## src/rtl/trd_pkg.sv

```systemverilog
package trd_pkg;
  localparam int SYNC_DEPTH_DEF = 2;

  // Edge and level information from the synchronised handshake lines.
  // Levels are active-low lines as seen on the wire: 1 means idle.
  typedef struct packed {
    logic sd_lvl;
    logic ht_lvl;
    logic sd_fall;
    logic ht_fall;
    logic ht_rise;
  } trd_edges_t;
endpackage

```

## src/rtl/trd_sync.sv

```systemverilog
module trd_sync #(
  parameter int          W       = 1,
  parameter int          DEPTH   = 2,
  parameter logic [W-1:0] RST_VAL = '0
) (
  input  logic         clk_i,
  input  logic         rst_i,
  input  logic [W-1:0] d_i,
  output logic [W-1:0] q_o
);
  localparam int LAST = DEPTH - 1;

  logic [W-1:0] stg_q [DEPTH];

  always_ff @(posedge clk_i) begin
    if (rst_i) begin
      for (int i = 0; i < DEPTH; i++) stg_q[i] <= RST_VAL;
    end else begin
      stg_q[0] <= d_i;
      for (int i = 1; i < DEPTH; i++) stg_q[i] <= stg_q[i-1];
    end
  end

  assign q_o = stg_q[LAST];
endmodule

```

## src/rtl/trd_edge.sv

```systemverilog
module trd_edge
  import trd_pkg::*;
(
  input  logic       clk_i,
  input  logic       rst_i,
  input  logic       sd_s_i,
  input  logic       ht_s_i,
  output trd_edges_t edges_o
);
  logic sd_prev_q;
  logic ht_prev_q;

  // Previous levels reset to idle-high so that reset itself makes no edge.
  always_ff @(posedge clk_i) begin
    if (rst_i) begin
      sd_prev_q <= 1'b1;
      ht_prev_q <= 1'b1;
    end else begin
      sd_prev_q <= sd_s_i;
      ht_prev_q <= ht_s_i;
    end
  end

  always_comb begin
    edges_o.sd_lvl  = sd_s_i;
    edges_o.ht_lvl  = ht_s_i;
    edges_o.sd_fall = sd_prev_q & ~sd_s_i;
    edges_o.ht_fall = ht_prev_q & ~ht_s_i;
    edges_o.ht_rise = ~ht_prev_q & ht_s_i;
  end
endmodule

```

## src/rtl/trd_order_arb.sv

```systemverilog
module trd_order_arb
  import trd_pkg::*;
(
  input  logic       clk_i,
  input  logic       rst_i,
  input  trd_edges_t edges_i,
  input  logic       clr_i,
  output logic       rorq_o,
  output logic       dump_o,
  output logic       amb_o
);
  logic armed_q;
  logic both_idle;
  logic any_fall;
  logic pick_amb;
  logic pick_dump;
  logic pick_rorq;

  always_comb begin
    both_idle = edges_i.sd_lvl & edges_i.ht_lvl;
    any_fall  = armed_q & (edges_i.sd_fall | edges_i.ht_fall);
    pick_amb  = armed_q & edges_i.sd_fall & edges_i.ht_fall;
    pick_dump = armed_q & edges_i.sd_fall & edges_i.ht_lvl;
    pick_rorq = armed_q & edges_i.ht_fall & edges_i.sd_lvl;
  end

  always_ff @(posedge clk_i) begin
    if (rst_i) begin
      rorq_o  <= 1'b0;
      dump_o  <= 1'b0;
      amb_o   <= 1'b0;
      armed_q <= 1'b0;
    end else begin
      amb_o <= 1'b0;
      if (any_fall) begin
        armed_q <= 1'b0;
      end else if (both_idle) begin
        armed_q <= 1'b1;
      end
      if (clr_i) begin
        rorq_o <= 1'b0;
        dump_o <= 1'b0;
      end else if (pick_amb) begin
        amb_o <= 1'b1;
      end else if (pick_dump) begin
        dump_o <= 1'b1;
      end else if (pick_rorq) begin
        rorq_o <= 1'b1;
      end
    end
  end
endmodule

```

## src/rtl/trd_num_cap.sv

```systemverilog
module trd_num_cap #(
  parameter int NUM_W = 16
) (
  input  logic             clk_i,
  input  logic             rst_i,
  input  logic             load_i,
  input  logic [NUM_W-1:0] num_i,
  output logic [NUM_W-1:0] num_o
);
  always_ff @(posedge clk_i) begin
    if (rst_i) begin
      num_o <= '0;
    end else if (load_i) begin
      num_o <= num_i;
    end
  end
endmodule

```

## src/rtl/trig_race_decoder.sv

```systemverilog
module trig_race_decoder
  import trd_pkg::*;
#(
  parameter int NUM_W      = 16,
  parameter int SYNC_DEPTH = SYNC_DEPTH_DEF
) (
  input  logic             clk_i,
  input  logic             rst_i,
  input  logic             start_dig_ni,
  input  logic             hold_xfer_ni,
  input  logic [NUM_W-1:0] trig_num_i,
  input  logic             readout_done_i,
  input  logic             local_busy_i,
  input  logic             engine_busy_i,
  output logic             readout_req_o,
  output logic             dump_evt_o,
  output logic             order_amb_o,
  output logic [NUM_W-1:0] trig_num_o,
  output logic             fe_busy_o
);
  localparam int LINES = 2;

  logic [LINES-1:0] lines_raw;
  logic [LINES-1:0] lines_s;
  logic [NUM_W-1:0] num_s;
  trd_edges_t       edges_w;
  logic             ht_rise_w;

  assign lines_raw = {start_dig_ni, hold_xfer_ni};

  trd_sync #(.W(LINES), .DEPTH(SYNC_DEPTH), .RST_VAL({LINES{1'b1}})) u_line_sync (
    .clk_i(clk_i), .rst_i(rst_i), .d_i(lines_raw), .q_o(lines_s)
  );

  trd_sync #(.W(NUM_W), .DEPTH(SYNC_DEPTH), .RST_VAL({NUM_W{1'b0}})) u_num_sync (
    .clk_i(clk_i), .rst_i(rst_i), .d_i(trig_num_i), .q_o(num_s)
  );

  trd_edge u_edge (
    .clk_i(clk_i), .rst_i(rst_i),
    .sd_s_i(lines_s[1]), .ht_s_i(lines_s[0]),
    .edges_o(edges_w)
  );

  assign ht_rise_w = edges_w.ht_rise;

  trd_order_arb u_arb (
    .clk_i(clk_i), .rst_i(rst_i), .edges_i(edges_w), .clr_i(readout_done_i),
    .rorq_o(readout_req_o), .dump_o(dump_evt_o), .amb_o(order_amb_o)
  );

  trd_num_cap #(.NUM_W(NUM_W)) u_cap (
    .clk_i(clk_i), .rst_i(rst_i), .load_i(ht_rise_w),
    .num_i(num_s), .num_o(trig_num_o)
  );

  assign fe_busy_o = local_busy_i | engine_busy_i;
endmodule

```

## config.mk

```make
export PLATFORM = sky130hd
export DESIGN_NAME = trig_race_decoder
export DESIGN_NICKNAME = d
export VERILOG_FILES = /design/src/rtl/trd_pkg.sv /design/src/rtl/trd_sync.sv /design/src/rtl/trd_edge.sv /design/src/rtl/trd_order_arb.sv /design/src/rtl/trd_num_cap.sv /design/src/rtl/trig_race_decoder.sv
export SDC_FILE = /design/constraint.sdc
export NUM_CORES = 1
export LEC_CHECK = 0
export BUFFER_PORTS_ARGS = -buffer_cell sky130_fd_sc_hd__buf_2
export CORE_MARGIN = 5
export CORE_UTILIZATION = 30
export DETAILED_ROUTE_END_ITERATION = 7
export GPL_TIMING_DRIVEN = 0
export PLACE_DENSITY = 0.48
export SKIP_LAST_GASP = 1
export SYNTH_ARGS = -nofsm -noshare
export SYNTH_HDL_FRONTEND = slang
export SYNTH_SLANG_ARGS = --single-unit
export TNS_END_PERCENT = 50
```

## constraint.sdc

```tcl
create_clock -name clk_i -period 1.15 [get_ports clk_i]
set_input_delay 0.0575 -clock clk_i [delete_from_list [all_inputs] [get_ports clk_i]]
set_output_delay 0.0575 -clock clk_i [all_outputs]
set_load 0.02 [all_outputs]
```

==> impl_results.rst, run 1 <==
.. list-table::
   :header-rows: 1

   * - Metric
     - Value
   * - Startpoint class of the critical path
     - flip-flop
   * - Residual antenna-violating net count after detailed routing
     - 0
   * - Count of standard-cell rows
     - 28
   * - Drt drc
     - 0
   * - Router iterations before antenna repair
     - 4
   * - Cell area after synthesis
     - 1820 um2
   * - Internal Pwr Total
     - slightly above 3 mW
   * - Pre-CTS setup slack
     - 0.0293 ns
   * - Reg power frac
     - 0.535
   * - Period utilisation layout
     - 0.886
   * - Die boundary width
     - 87.8 um
   * - Total of max-cap violations
     - 0
   * - Top library cells by usage in the layout, fill and taps aside
     - 57 x sky130_fd_sc_hd__dfxtp_1, 44 x sky130_fd_sc_hd__buf_2, 33 x sky130_fd_sc_hd__nor2b_1
   * - Slew at the pin closest to its max-slew limit
     - 0.435 ns
   * - Crit-path max FO
     - 10
   * - Data arrival time of the critical path
     - 1.22 ns
   * - Type of the most critical hold path
     - in2reg
   * - Switching power
     - roughly 0.84 mW
   * - Detail-routed net length per standard cell
     - about 10 um
   * - Share of the yosys chip area belonging to registers
     - 0.639
   * - Antenna Cells
     - 0
   * - Hold_ws
     - between 0.02 and 0.03 ns
   * - Syn. warnings
     - 0
   * - Total power draw
     - about 4 mW
   * - Crit. End Element
     - flip-flop
   * - Total number of vias
     - between 1,000 and 1,500
   * - Maximum count of clock buffers along a single path
     - 2
   * - Layout overhead on the synthesized area
     - 36.1%
   * - Number of buffers added by the clock tree synthesis step
     - 9
   * - Fill cell instance count of the final layout
     - just under 600
   * - Clock transition at path regs
     - 0.06 ns
   * - Skew-Pair Late Insertion Delay
     - 0.32 ns
   * - Buffers inserted during post-CTS setup optimization
     - 0
   * - Aggregate global-route resource usage
     - 0.101
   * - Top achievable clock speed
     - approximately 1000 MHz
   * - Status
     - complete, no violations
   * - Starting density of the core
     - 0.307
   * - Sw Ratio
     - 0.215
   * - Hold violation count in the final report
     - 0
   * - Share of the core filled with cells
     - 0.418
   * - Worst setup slack after layout
     - ~0.13 ns
   * - Setup repair after global routing missed its margin
     - no
   * - Total Negative Setup Slacks
     - 0 ns
   * - Avg Synthesized Cell Area
     - 10.9 um2
   * - IR Drop Worst-Case VDD
     - 0.675 mV
   * - Via count of the first global-routing pass
     - ~1,300
   * - CTS Root Buffer Type
     - sky130_fd_sc_hd__clkbuf_8
   * - Total die area
     - about 7700 um2
   * - Routed vias/inst
     - between 3 and 4
   * - Critical setup path kind
     - reg2reg
   * - Maximum clock skew at final layout
     - roughly 0.0053 ns
   * - Combinational Power Share
     - 0.055
   * - Power density relative to cell area
     - ~1600 nW/um2
   * - # port buffers
     - 41
   * - Most common cell after layout, fill and taps aside
     - sky130_fd_sc_hd__dfxtp_1
   * - Final count of negative-setup-slack endpoints
     - 0
   * - Shortest period the worst path allows
     - 1.02 ns
   * - Tightest slew margin relative to the limit
     - 0.710
   * - Fraction of layout instances using a drive strength above 1
     - 0.373
   * - Total detailed-routing wirelength
     - 3290 um
   * - Initial DRC Count
     - 31
   * - TritonCTS clock tree
     - yes
   * - Library cells used by synthesis
     - 19
   * - Vertical die dimension
     - 87.8 um
   * - Post-DP HPWL
     - roughly 2300 um
   * - Count of H-tree levels built during CTS
     - 3
   * - Number of nets in the finished design
     - between 200 and 300
   * - CTS sink cnt
     - 58
   * - Number of top-level design ports
     - 43
   * - Maximum number of pins on one net before global-route repair
     - 11
   * - Required time reported for the critical path endpoint
     - between 1 and 1.5 ns
   * - Synthesized instance count
     - around 170
   * - Net count of the mapped netlist
     - 190
   * - First-pass GRT wire length
     - approximately 5800 um
   * - Clk network pwr share
     - 0.410
   * - Routability congestion estimate from global placement
     - 0.679
   * - Max-slew violation count
     - 0
   * - Synth Register Bits
     - between 50 and 60
   * - Static power due to leakage
     - around 1.0 nW
   * - Number of antenna violations at the first check in global routing
     - 0
   * - GRT overflow
     - 0
   * - Total core area
     - between 5000 and 6000 um2
state kept, by name, indices dropped and copies added (netlist names):
register,cells
u_arb.amb_o,1
u_arb.armed_q,1
u_arb.dump_o,1
u_arb.rorq_o,1
u_cap.num_o,16
u_edge.ht_prev_q,1
u_edge.sd_prev_q,1
u_line_sync.stg_q,4
u_num_sync.stg_q,32
synth_stat cells:
cell / instances / area [um2]
sky130_fd_sc_hd__a21oi_1: 7 / 35.0
sky130_fd_sc_hd__a21oi_2: 10 / 87.6
sky130_fd_sc_hd__a31oi_1: 2 / 12.5
sky130_fd_sc_hd__and2b_1: 2 / 15.0
sky130_fd_sc_hd__and4_1: 1 / 8.76
sky130_fd_sc_hd__buf_12: 1 / 20.0
sky130_fd_sc_hd__buf_2: 4 / 20.0
sky130_fd_sc_hd__buf_4: 1 / 7.51
sky130_fd_sc_hd__buf_6: 1 / 11.3
sky130_fd_sc_hd__clkbuf_1: 3 / 11.3
sky130_fd_sc_hd__dfxtp_1: 58 / 1160
sky130_fd_sc_hd__nand2_1: 22 / 82.6
sky130_fd_sc_hd__nand2_2: 10 / 62.6
sky130_fd_sc_hd__nand2b_1: 1 / 6.26
sky130_fd_sc_hd__nor2_1: 1 / 3.75
sky130_fd_sc_hd__nor2b_1: 33 / 206
sky130_fd_sc_hd__nor3_1: 2 / 10.0
sky130_fd_sc_hd__nor4_2: 1 / 12.5
sky130_fd_sc_hd__or2_2: 7 / 43.8
metrics by stage:
step	instances	area (um2)
6_report	316	2470
5_1_grt	316	2470
4_1_cts	317	2480
3_5_place_dp	283	2120
3_3_place_gp	283	2120
2_1_floorplan	167	1820
layer usage:
layer	track usage	wire length (um)
met1	0.111	1490
met2	0.153	1460
met3	0.0414	249
met4	0.0795	97
met5	0	0
worst max-delay path, cell delays in order (launching register included):
cell and delay [ns]:
sky130_fd_sc_hd__dfxtp_1 0.32, sky130_fd_sc_hd__and2b_1 0.19, sky130_fd_sc_hd__buf_6 0.13, sky130_fd_sc_hd__buf_12 0.14, sky130_fd_sc_hd__nand2_2 0.07, sky130_fd_sc_hd__a21oi_2 0.04
final timing paths:
check	startpoint	to	slack, ns	depth (start not counted)
worst max-delay path	u_edge.ht_prev_q$_SDFF_PP1_	u_cap.num_o[10]$_SDFFE_PP0P_	0.13	5
worst min register to register	u_line_sync.stg_q[0][0]$_SDFF_PP1_	u_line_sync.stg_q[0][2]$_SDFF_PP1_	0.41	1
worst max register to register	u_edge.ht_prev_q$_SDFF_PP1_	u_cap.num_o[10]$_SDFFE_PP0P_	0.13	5
worst min-delay path	rst_i	u_num_sync.stg_q[0][14]$_SDFF_PP0_	0.03	2
power groups by stage:
stage / Sequential (mW) / Combinational, mW / Clock [mW]
2_1_floorplan: 2.14 / 0.105 / 0
3_3_place_gp: 2.14 / 0.171 / 0
3_5_place_dp: 2.14 / 0.172 / 0
4_1_cts: 2.10 / 0.221 / 1.66
5_1_grt: 2.11 / 0.242 / 1.76
6_report: 2.10 / 0.217 / 1.61
cells by family (layout without fill, tap and decap cells):
kind of cell,count (synthesis),after routing,share of synthesized area
AO/OA/AOI/OAI,19,19,0.0743
buffers and inverters,10,84,0.0385
flip-flops,58,58,0.639
AND/OR/NAND/NOR,80,80,0.248
layout make-up:
type	count	area, um2	share of cell area
Sequential cell	58	1160	0.470
Buffer	9	65.1	0.0263
Tap cell	75	93.8	0.0379
Timing Repair Buffer	60	395	0.160
Multi-Input combinational cell	99	587	0.237
Clock inverter	3	15.0	0.00607
Clock buffer	12	155	0.0627
repair_timing:
action,4_1_cts,5_1_grt
resized for setup,0,1
endpoints found under the setup margin,0,10
endpoints found under the hold margin,20,0
hold buffers,19,0
(Power assumes the default switching activity.)
==> inputs of run 2 (changes only) <==
ABC_AREA = 1   (was not set)
SLEW_MARGIN = 5   (was not set)
==> run 2 against run 1 <==
Against the previous run: critical path depth is the same; largest cell class unchanged; hold slack better by 0.096 ns; global-route usage is 0.16 points higher.
==> impl_results.rst, run 2 <==
.. list-table::
   :header-rows: 1

   * - Metric
     - Value
   * - Shortest period the worst path allows
     - 0.996 ns (was 1.02 ns)
   * - Power density relative to cell area
     - 1630 nW/um2 (was 1590 nW/um2)
   * - Maximum clock skew at final layout
     - 0.00387 ns (was 0.00528 ns)
   * - Number of nets in the finished design
     - 304 (was 260)
   * - Drt drc
     - 0 (unchanged)
   * - Total die area
     - 7700 um2 (was 7720 um2)
   * - Layout overhead on the synthesized area
     - 37.4% (was 36.1%)
   * - Most common cell after layout, fill and taps aside
     - sky130_fd_sc_hd__nor2_1 (was sky130_fd_sc_hd__dfxtp_1)
   * - Simple-gate share of the synthesized area
     - 0.193 (was 0.248)
   * - Share of synthesized area spent on multiplexers
     - 0 (unchanged)
   * - Static power due to leakage
     - 1.23 nW (was 1.03 nW)
   * - Count of H-tree levels built during CTS
     - 3 (unchanged)
   * - Hold_ws
     - 0.123 ns (was 0.0269 ns)
   * - Cells taking the most area after synthesis
     - sky130_fd_sc_hd__dfxtp_1 64%, sky130_fd_sc_hd__nor2_1 14%, sky130_fd_sc_hd__inv_1 8.1% (was sky130_fd_sc_hd__dfxtp_1 64%, sky130_fd_sc_hd__nor2b_1 11%, sky130_fd_sc_hd__a21oi_2 4.8%)
   * - Aggregate global-route resource usage
     - 0.103 (was 0.101)
   * - Number of antenna violations at the first check in global routing
     - 0 (unchanged)
   * - Startpoint class of the critical path
     - flip-flop (unchanged)
   * - Maximum count of clock buffers along a single path
     - 2 (unchanged)
   * - Vertical die dimension
     - 87.7 um (was 87.8 um)
   * - Tightest slew margin relative to the limit
     - 0.821 (was 0.710)
   * - Cell area after synthesis
     - 1810 um2 (was 1820 um2)
   * - IR Drop Worst-Case VDD
     - 0.628 mV (was 0.675 mV)
   * - Clock transition at path regs
     - 0.06 ns (about the same)
   * - Top library cells by usage in the layout, fill and taps aside
     - 67 x sky130_fd_sc_hd__nor2_1, 57 x sky130_fd_sc_hd__dfxtp_1, 46 x sky130_fd_sc_hd__buf_2 (was 57 x sky130_fd_sc_hd__dfxtp_1, 44 x sky130_fd_sc_hd__buf_2, 33 x sky130_fd_sc_hd__nor2b_1)
   * - Required time reported for the critical path endpoint
     - 1.36 ns (was 1.35 ns)
   * - Share of synthesized flip-flops with an asynchronous set or reset
     - 0 (unchanged)
   * - Crit-path max FO
     - 10 (unchanged)
   * - # port buffers
     - 42 (was 41)
   * - Synthesized instance count
     - 209 (was 167)
   * - Clk network pwr share
     - 0.407 (was 0.410)
   * - Total Negative Setup Slacks
     - 0 ns (unchanged)
   * - Top achievable clock speed
     - 1000 MHz (was 981 MHz)
   * - Total core area
     - 5890 um2 (was 5920 um2)
   * - Commonest cells in the netlist
     - 67 x sky130_fd_sc_hd__nor2_1, 58 x sky130_fd_sc_hd__dfxtp_1, 39 x sky130_fd_sc_hd__inv_1 (was 58 x sky130_fd_sc_hd__dfxtp_1, 33 x sky130_fd_sc_hd__nor2b_1, 22 x sky130_fd_sc_hd__nand2_1)
   * - Share of the yosys chip area belonging to registers
     - 0.640 (was 0.639)
   * - Total detailed-routing wirelength
     - 3190 um (was 3290 um)
   * - Skew-Pair Late Insertion Delay
     - 0.32 ns (about the same)
   * - Data arrival time of the critical path
     - 1.21 ns (was 1.22 ns)
   * - Reg power frac
     - 0.522 (was 0.535)
   * - Sw Ratio
     - 0.215 (about the same)
   * - Type of the most critical hold path
     - in2reg (unchanged)
   * - Total number of vias
     - 1,356 (was 1,237)
   * - CTS Root Buffer Type
     - sky130_fd_sc_hd__clkbuf_8 (unchanged)
   * - Number of top-level design ports
     - 43 (unchanged)
   * - Status
     - complete, no violations (unchanged)
   * - TritonCTS clock tree
     - yes (unchanged)
   * - Slew at the pin closest to its max-slew limit
     - 0.268 ns (was 0.435 ns)
   * - Synth Register Bits
     - 58 (unchanged)
   * - Most repeated cell in the gate-level netlist after synthesis
     - sky130_fd_sc_hd__nor2_1 (was sky130_fd_sc_hd__dfxtp_1)
   * - Net count of the mapped netlist
     - 232 (was 190)
   * - Post-synth EDFFs
     - 0 (unchanged)
   * - Via count of the first global-routing pass
     - 1,364 (was 1,306)
   * - Synth Area in XOR/XNOR
     - 0 (unchanged)
   * - Worst setup slack after layout
     - 0.154 ns (was 0.131 ns)
   * - Adder and majority cell fraction of the synthesized area
     - 0 (unchanged)
   * - Die boundary width
     - 87.7 um (was 87.8 um)
   * - Count of standard-cell rows
     - 28 (unchanged)
   * - Period utilisation layout
     - 0.866 (was 0.886)
   * - Switching power
     - 0.875 mW (was 0.844 mW)
   * - Placed cell count
     - 326 (was 283)
   * - Max-slew violation count
     - 0 (unchanged)
   * - First-pass GRT wire length
     - 5820 um (was 5750 um)
   * - Routability congestion estimate from global placement
     - 0.660 (was 0.679)
   * - Avg Synthesized Cell Area
     - 8.67 um2 (was 10.9 um2)
   * - CTS sink cnt
     - 58 (unchanged)
   * - Dominant combinational cell family by area after synthesis
     - simple AND/OR/NAND/NOR gates (unchanged)
   * - Fraction of layout instances using a drive strength above 1
     - 0.252 (was 0.373)
   * - Detail-routed net length per standard cell
     - 8.84 um (was 10.4 um)
   * - Crit. End Element
     - flip-flop (unchanged)
   * - Register name with the most flops
     - u_num_sync.stg_q (unchanged)
   * - Most area-hungry cell type in the Yosys netlist
     - sky130_fd_sc_hd__dfxtp_1 (unchanged)
   * - Syn. warnings
     - 0 (unchanged)
   * - Number of buffers added by the clock tree synthesis step
     - 9 (unchanged)
   * - Critical setup path kind
     - reg2reg (unchanged)
   * - Total power draw
     - 4.06 mW (was 3.92 mW)
   * - Starting density of the core
     - 0.308 (was 0.307)
   * - GRT overflow
     - 0 (unchanged)
   * - Final count of negative-setup-slack endpoints
     - 0 (unchanged)
   * - Combinational Power Share
     - 0.070 (was 0.055)
   * - Hold violation count in the final report
     - 0 (unchanged)
   * - Initial DRC Count
     - 29 (was 31)
   * - Layout Cells excl Fill
     - 361 (was 316)
   * - Most used flip-flop cell after synthesis
     - sky130_fd_sc_hd__dfxtp_1 (unchanged)
   * - Flip-flop count of the largest register after layout
     - 32 (unchanged)
   * - Residual antenna-violating net count after detailed routing
     - 0 (unchanged)
   * - Routed vias/inst
     - 3.76 (was 3.91)
   * - Compound-gate portion of the synthesized area
     - 0.0497 (was 0.0743)
   * - Setup repair after global routing missed its margin
     - no (unchanged)
   * - Library cells used by synthesis
     - 17 (was 19)
   * - Portion of synthesized cell area occupied by the leading cell type
     - 0.640 (was 0.639)
   * - Antenna Cells
     - 0 (unchanged)
   * - Router iterations before antenna repair
     - 4 (unchanged)
   * - Internal Pwr Total
     - 3.19 mW (was 3.08 mW)
   * - Registers with the most flip-flops
     - u_num_sync.stg_q: 32 flops, u_cap.num_o: 16 flops, u_line_sync.stg_q: 4 flops (unchanged)
   * - Pre-CTS setup slack
     - 0.0839 ns (was 0.0293 ns)
   * - Maximum number of pins on one net before global-route repair
     - 11 (unchanged)
   * - Total of max-cap violations
     - 0 (unchanged)
   * - Post-DP HPWL
     - 2300 um (was 2330 um)
==> run 2: cell count changes after synthesis, moves of 2 or more <==
cell,previous run,this run
sky130_fd_sc_hd__nor2_1,1,67
sky130_fd_sc_hd__a21oi_2,10,0
sky130_fd_sc_hd__o21ai_1,0,7
sky130_fd_sc_hd__and2b_1,2,0
sky130_fd_sc_hd__o21ai_0,0,9
sky130_fd_sc_hd__nand2_1,22,8
sky130_fd_sc_hd__nand3_1,0,3
sky130_fd_sc_hd__nor2b_1,33,0
sky130_fd_sc_hd__a31oi_1,2,0
sky130_fd_sc_hd__a21oi_1,7,2
sky130_fd_sc_hd__or2_2,7,5
sky130_fd_sc_hd__clkbuf_1,3,0
sky130_fd_sc_hd__nand2_2,10,0
sky130_fd_sc_hd__inv_1,0,39
==> run 2: per-layer routing <==
metal | track usage | share of wire | up-vias
met5 | 0 | 0 | -
met4 | 0.0711 | 0.023 | 0
met3 | 0.0452 | 0.066 | 6
met2 | 0.161 | 0.48 | 28
met1 | 0.111 | 0.43 | 567
li1 | - | - | 755
==> run 2: worst paths after layout <==
path / start / endpoint / slack [ns] / cells past startpoint
max: u_edge.ht_prev_q$_SDFF_PP1_ / u_cap.num_o[5]$_SDFFE_PP0P_ / 0.15 / 5
min: rst_i / u_num_sync.stg_q[0][9]$_SDFF_PP0_ / 0.12 / 3
max reg2reg: u_edge.ht_prev_q$_SDFF_PP1_ / u_cap.num_o[5]$_SDFFE_PP0P_ / 0.15 / 5
min reg2reg: u_num_sync.stg_q[0][12]$_SDFF_PP0_ / u_num_sync.stg_q[1][12]$_SDFF_PP0_ / 0.40 / 2
==> run 2: final cells by class <==
| class | instances | area (um2) |
|---|---|---|
| sequential | 58 | 1160 |
| inverter | 40 | 155 |
| clock buffer | 14 | 173 |
| tap | 75 | 93.8 |
| buffer | 7 | 56.3 |
| multi-input combinational | 104 | 440 |
| fill | 623 | 3390 |
| clock inverter | 2 | 10.0 |
| timing repair buffer | 61 | 400 |
==> run 2: worst max-delay path, cell delays in order (launching register included) <==
cell	delay [ns]
sky130_fd_sc_hd__dfxtp_1	0.31
sky130_fd_sc_hd__inv_1	0.10
sky130_fd_sc_hd__nand2_4	0.11
sky130_fd_sc_hd__buf_6	0.15
sky130_fd_sc_hd__o21ai_0	0.17
sky130_fd_sc_hd__nor2_1	0.06
==> run 2: stage by stage <==
stage | util | instance area, um2
2_1_floorplan | - | 1810
3_3_place_gp | 0.360 | 2120
3_5_place_dp | 0.360 | 2120
4_1_cts | 0.423 | 2490
5_1_grt | 0.423 | 2490
6_report | 0.423 | 2490
==> run 2: cells by family (layout without fill, tap and decap cells) <==
group | after synthesis | after routing
and+or+nand+nor | 86 | 86
AOI/OAI and AO/OA | 18 | 18
buffers and inverters | 47 | 124
DFF | 58 | 58
==> run 2: power groups by stage <==
stage	registers (mW)	clock network, mW	logic (mW)
finish	2.12	1.66	0.286
floorplan	2.19	0	0.133
detailed placement	2.17	0	0.244
CTS	2.12	1.74	0.293
global placement	2.17	0	0.243
global route	2.13	1.85	0.334
==> run 2: timing repair <==
action | in CTS | in global routing
setup endpoints to repair | 0 | 1
resized for setup | 0 | 1
buffers inserted | 0 | 0
hold buffers | 19 | 0
endpoints found under the hold margin | 19 | 0
